[src/rtl/ualu_pkg.sv]
// Shared definitions for the unsigned ALU: operation codes and flag bit positions.
// Assumes a 5-bit operation code; flag positions are fixed by the machine's flag word.
package ualu_pkg;

    localparam int OP_W = 5;

    localparam int FLAG_EQ  = 0;
    localparam int FLAG_GT  = 1;
    localparam int FLAG_LT  = 2;
    localparam int FLAG_OVF = 3;

    typedef enum logic [OP_W-1:0] {
        OP_ADD  = 5'b00000,
        OP_SUB  = 5'b00001,
        OP_MUL  = 5'b00110,
        OP_DIV  = 5'b00111,
        OP_SHR  = 5'b01000,
        OP_SHL  = 5'b01001,
        OP_XOR  = 5'b01010,
        OP_OR   = 5'b01011,
        OP_AND  = 5'b01100,
        OP_NOT  = 5'b01101,
        OP_CMP  = 5'b01110
    } alu_op_e;

endpackage

[src/rtl/ualu_arith.sv]
// Add, saturating subtract and multiply on unsigned operands.
// Assumes unsigned inputs; each result comes with its own overflow indication.
module ualu_arith #(
    parameter int W = 16
) (
    input  logic [W-1:0] a_i,
    input  logic [W-1:0] b_i,
    output logic [W-1:0] sum_o,
    output logic         sum_ovf_o,
    output logic [W-1:0] diff_o,
    output logic         diff_ovf_o,
    output logic [W-1:0] prod_o,
    output logic         prod_ovf_o
);
    localparam int PW = 2 * W;

    logic [W:0]    sum_full;
    logic [PW-1:0] prod_full;
    logic          borrow;

    // Sum with carry-out kept for the overflow test.
    always_comb begin
        sum_full  = {1'b0, a_i} + {1'b0, b_i};
        sum_o     = sum_full[W-1:0];
        sum_ovf_o = sum_full[W];
    end

    // Subtract that clamps at zero when the subtrahend is larger.
    always_comb begin
        borrow     = b_i > a_i;
        diff_o     = borrow ? '0 : a_i - b_i;
        diff_ovf_o = borrow;
    end

    // Full-width product; any set upper bit means overflow.
    always_comb begin
        prod_full  = {{W{1'b0}}, a_i} * {{W{1'b0}}, b_i};
        prod_o     = prod_full[W-1:0];
        prod_ovf_o = |prod_full[PW-1:W];
    end
endmodule

[src/rtl/ualu_divider.sv]
// Combinational restoring divider producing quotient and remainder together.
// Assumes unsigned operands; a zero divisor yields zero for both and raises div_zero_o.
module ualu_divider #(
    parameter int W = 16
) (
    input  logic [W-1:0] dividend_i,
    input  logic [W-1:0] divisor_i,
    output logic [W-1:0] quot_o,
    output logic [W-1:0] rem_o,
    output logic         div_zero_o
);
    logic [W-1:0] part_rem [W+1];
    logic [W-1:0] quot_raw;

    assign part_rem[0] = '0;

    // One restoring step per quotient bit, most significant first.
    for (genvar i = 0; i < W; i++) begin : g_step
        localparam int K = W - 1 - i;
        logic [W:0] trial;
        logic       fits;
        assign trial        = {part_rem[i], dividend_i[K]};
        assign fits         = trial >= {1'b0, divisor_i};
        assign quot_raw[K]  = fits;
        assign part_rem[i+1] = fits ? W'(trial - {1'b0, divisor_i}) : trial[W-1:0];
    end

    // Zero divisor overrides both outputs.
    always_comb begin
        div_zero_o = divisor_i == '0;
        quot_o     = div_zero_o ? '0 : quot_raw;
        rem_o      = div_zero_o ? '0 : part_rem[W];
    end
endmodule

[src/rtl/ualu_shift.sv]
// Logical shifts of one operand by an unsigned immediate amount.
// Assumes amounts at or beyond the word width clear the result.
module ualu_shift #(
    parameter int W     = 16,
    parameter int IMM_W = 8
) (
    input  logic [W-1:0]     a_i,
    input  logic [IMM_W-1:0] amt_i,
    output logic [W-1:0]     shr_o,
    output logic [W-1:0]     shl_o
);
    logic too_far;

    // Zero-filling shifts with an explicit out-of-range guard.
    always_comb begin
        too_far = int'(amt_i) >= W;
        shr_o   = too_far ? '0 : a_i >> amt_i;
        shl_o   = too_far ? '0 : a_i << amt_i;
    end
endmodule

[src/rtl/ualu_logic.sv]
// Bitwise XOR, OR, AND and inversion.
// Assumes inversion acts on operand A only.
module ualu_logic #(
    parameter int W = 16
) (
    input  logic [W-1:0] a_i,
    input  logic [W-1:0] b_i,
    output logic [W-1:0] xor_o,
    output logic [W-1:0] or_o,
    output logic [W-1:0] and_o,
    output logic [W-1:0] not_o
);
    // All four bitwise results in parallel.
    always_comb begin
        xor_o = a_i ^ b_i;
        or_o  = a_i | b_i;
        and_o = a_i & b_i;
        not_o = ~a_i;
    end
endmodule

[src/rtl/ualu_core.sv]
// Top of the unsigned ALU: selects one unit's result by opcode and builds the flag word.
// Assumes purely combinational use; flags not defined by an operation are returned as zero.
module ualu_core #(
    parameter int W     = 16,
    parameter int IMM_W = 8
) (
    input  logic [ualu_pkg::OP_W-1:0] op_i,
    input  logic [W-1:0]              opnd_a_i,
    input  logic [W-1:0]              opnd_b_i,
    input  logic [IMM_W-1:0]          imm_i,
    output logic [W-1:0]              result_o,
    output logic [W-1:0]              aux_o,
    output logic                      wr_valid_o,
    output logic [W-1:0]              flags_o
);
    import ualu_pkg::*;

    alu_op_e      op;
    logic [W-1:0] sum, diff, prod, quot, rem, shr, shl, vx, vo, va, vn;
    logic         sum_ovf, diff_ovf, prod_ovf, div_zero;

    assign op = alu_op_e'(op_i);

    ualu_arith #(.W(W)) u_arith (
        .a_i(opnd_a_i), .b_i(opnd_b_i),
        .sum_o(sum), .sum_ovf_o(sum_ovf),
        .diff_o(diff), .diff_ovf_o(diff_ovf),
        .prod_o(prod), .prod_ovf_o(prod_ovf)
    );

    ualu_divider #(.W(W)) u_div (
        .dividend_i(opnd_a_i), .divisor_i(opnd_b_i),
        .quot_o(quot), .rem_o(rem), .div_zero_o(div_zero)
    );

    ualu_shift #(.W(W), .IMM_W(IMM_W)) u_shift (
        .a_i(opnd_a_i), .amt_i(imm_i), .shr_o(shr), .shl_o(shl)
    );

    ualu_logic #(.W(W)) u_logic (
        .a_i(opnd_a_i), .b_i(opnd_b_i),
        .xor_o(vx), .or_o(vo), .and_o(va), .not_o(vn)
    );

    // Opcode-driven selection of results, write strobe and flag word.
    always_comb begin
        result_o   = '0;
        aux_o      = '0;
        wr_valid_o = 1'b1;
        flags_o    = '0;
        unique case (op)
            OP_ADD: begin result_o = sum;  flags_o[FLAG_OVF] = sum_ovf;  end
            OP_SUB: begin result_o = diff; flags_o[FLAG_OVF] = diff_ovf; end
            OP_MUL: begin result_o = prod; flags_o[FLAG_OVF] = prod_ovf; end
            OP_DIV: begin
                result_o           = quot;
                aux_o              = rem;
                flags_o[FLAG_OVF]  = div_zero;
            end
            OP_SHR: result_o = shr;
            OP_SHL: result_o = shl;
            OP_XOR: result_o = vx;
            OP_OR:  result_o = vo;
            OP_AND: result_o = va;
            OP_NOT: result_o = vn;
            OP_CMP: begin
                wr_valid_o       = 1'b0;
                flags_o[FLAG_LT] = opnd_a_i < opnd_b_i;
                flags_o[FLAG_GT] = opnd_a_i > opnd_b_i;
                flags_o[FLAG_EQ] = opnd_a_i == opnd_b_i;
            end
            default: wr_valid_o = 1'b0;
        endcase
    end
endmodule

[config.mk]
export PLATFORM = sky130hd
export DESIGN_NAME = ualu_core
export DESIGN_NICKNAME = d
export VERILOG_FILES = /design/src/rtl/ualu_pkg.sv /design/src/rtl/ualu_arith.sv /design/src/rtl/ualu_divider.sv /design/src/rtl/ualu_shift.sv /design/src/rtl/ualu_logic.sv /design/src/rtl/ualu_core.sv
export SDC_FILE = /design/constraint.sdc
export NUM_CORES = 1
export LEC_CHECK = 0
export BUFFER_PORTS_ARGS = -buffer_cell sky130_fd_sc_hd__buf_2
export CAP_MARGIN = 5
export CORE_MARGIN = 2
export CORE_UTILIZATION = 65
export DETAILED_ROUTE_END_ITERATION = 10
export PLACE_DENSITY = 0.81
export SKIP_LAST_GASP = 1
export SLEW_MARGIN = 0
export SYNTH_ARGS = -nofsm -noshare
export SYNTH_HDL_FRONTEND = slang
export SYNTH_SLANG_ARGS = --single-unit
[constraint.sdc]
create_clock -name vclk -period 92.8
set_input_delay 13.92 -clock vclk [all_inputs]
set_output_delay 13.92 -clock vclk [all_outputs]
set_load 0.02 [all_outputs]
==> impl_metrics.toml <==
[setup_path]
cp_max_fo = 25
crit_buf_inv = 19
worstPathArrival_ps = 70970
required_ps = 78880
path_class = "input pin to output pin"
cp_common_cell = "o21ai_0"
startpoint = "opnd_b_i[9]"
crit_family = "compound AO/OA/AOI/OAI gates"
slowest_stage = "a31oi_2"
max_stage_delay_ps = 920
cp-end-kind = "output pin"
critPathLaunchType = "input pin"

[final_layout]
multi_input_area_mm2 = 0.02318
num-nets-final = 4049
ff_latch_area_um2 = 0
sequential_cell_total = 0
drive_above_1_share_pct = 8.806
finish.instance_area_mm2 = 0.02613
syn_to_final_growth_pct = 3.442
nFillCells = 3387
clkbuf_count = 0

[floorplan]
io_pins = 94
dieHeight_um = 201.1
die_w_um = 201.1
core_mm2 = 0.03847
dieArea_mm2 = 0.04046
row_count = 72
initial_core_util_pct = 65.67

[route]
totalWireLength_um = 93180
wl_per_cell_um = 23.82
ant_nets = 0
dr.pass1.iters = 6
wl_met3_um = 12520
top_layer = "met5"
dr_wl_met2_um = 38900
drt-met1-wl_um = 35820
drc = 0
drt-initial-drc-count = 2743
routed-via-count = 26370
vias_per_cell = 6.743

[yosys]
netlist_instances = 3380
synth_top_area_cell = "ha_1"
yosysWarnings = 0
yosysUniqueCellTypes = 94
synthTopCellsByCount = "423 x nor2_1, 407 x ha_1, 406 x inv_1, 245 x nand2_1, 211 x fa_1"
synth_top_area_share_pct = 20.16
synth_area_leaders = "ha_1 20%, fa_1 17%, nor2_1 6.3%"
synthesis.area_mm2 = 0.02526
syn_area_per_cell_um2 = 7.474
yosysSeqAreaShare_pct = 0
post-synth-top-count-cell = "nor2_1"

[timing]
max_freq_mhz = 11.78
drv_slew = 0
finalCritPeriodShare_pct = 91.47
whs_ps = 28190
tns_ps = 0
finalCriticalPeriod_ps = 84890
finalSetupViolations = 0
hold_viol_final = 0
worst_slew_pin_slew_ps = 1174
rsz0062_at_grt = "false"
relSlewSlack_pct = 21.46

[power]
powerDensity_mw_per_mm2 = 35.01
p_leak_nw = 13.18
ir_worst_vdd_uv = 132.9
p_total_mw = 0.9148

[grt]
grt_pass1_vias = 25880
antenna_found_initial = 12
grt_first_pass_wirelength_um = 144200
grt_max_degree = 47
grt.overflow.total = 0
grt_usage_pct = 45.17

[placed_design]
port_buffers = 82
place_area_mm2 = 0.02611
hpwl_um = 72030
place.gp.congestion = 1.070

[worst_hold_path]
hp-class = "input pin to output pin"
holdPathEnd = "wr_valid_o"
hold_path_depth = 3
hp-start = "op_i[4]"

[clocking]
cts-resized-gates = 0
postCtsSetupBuffers = 0
postCtsHoldBufs = 0

[status]
status = "finished, final reports clean"

[run]
maxCapViolations = 0
-- kinds of logic (layout without fill, tap and decap cells) --
logic type,count (synthesis),after routing,share of synthesized area [%]
AND/OR/NAND/NOR,1020,1020,18.62
AO/OA/AOI/OAI,841,841,21.98
adder cells (fa/ha/maj),618,618,36.88
buffers and inverters,545,538,8.504
XOR/XNOR,180,180,6.241
multiplexers,175,175,7.761
other,1,21,0.01484
-- routing by layer --
layer,vias to the layer above,GRT usage [%]
li1,11760,-
met1,12440,59.85
met2,1787,68.60
met3,388,10.71
met4,2,23.28
met5,-,0
-- per-stage QoR --
stage | instances | util (%) | setup slack (ps)
detailed placement | 3902 | 67.87 | 9346
finish | 3911 | 67.93 | 7912
floorplan | 3391 | - | 16190
global route | 3907 | 67.91 | 2709
global placement | 3902 | 67.87 | 11950
CTS | 3902 | 67.87 | 9130
-- worst max-delay path by stage --
stage	endpoint	slack, ps	depth (start not counted)
after floorplan	aux_o[10]	16190	265
after global placement	aux_o[4]	11950	248
after detailed placement	aux_o[3]	9350	248
after CTS	aux_o[3]	9130	248
after global routing	aux_o[3]	2710	250
final	aux_o[3]	7910	248
-- tightest hold or removal path, delay by kind of cell --
family,cells,cell delay [ps]
and+or+nand+nor,1,60
buffers and inverters,2,290
-- cell type report --
class / instances / area share, %
inverter: 413 / 5.933
antenna: 9 / 0.08619
multi-input combinational: 2846 / 88.70
tap: 518 / 2.480
timing repair buffer: 125 / 2.806
-- report_power, final --
part | leakage (nW) | total [mW] | switching [mW] | internal, mW
logic | 13.2 | 0.915 | 0.534 | 0.381
registers | 0 | 0 | 0 | 0
clock network | 0.0000559 | 0.0000000120 | 0 | 0.0000000119
-- cell usage in the layout (no fill, tap or decap), types with 20 or more instances in the layout --
master	n
mux2_2	120
o21bai_1	24
nor2_1	423
ha_1	407
a21oi_1	194
mux2i_1	38
nand2b_1	45
xor2_1	69
nand2_1	245
o211ai_1	22
buf_4	43
a21boi_0	39
a211oi_1	26
o21a_1	31
nand3_1	41
xnor2_1	111
a21o_1	93
nand4_1	54
fa_1	211
nor3_1	46
nor4_1	20
buf_2	82
nor2b_1	61
inv_1	406
o21ai_0	209
(Power assumes the default switching activity.)
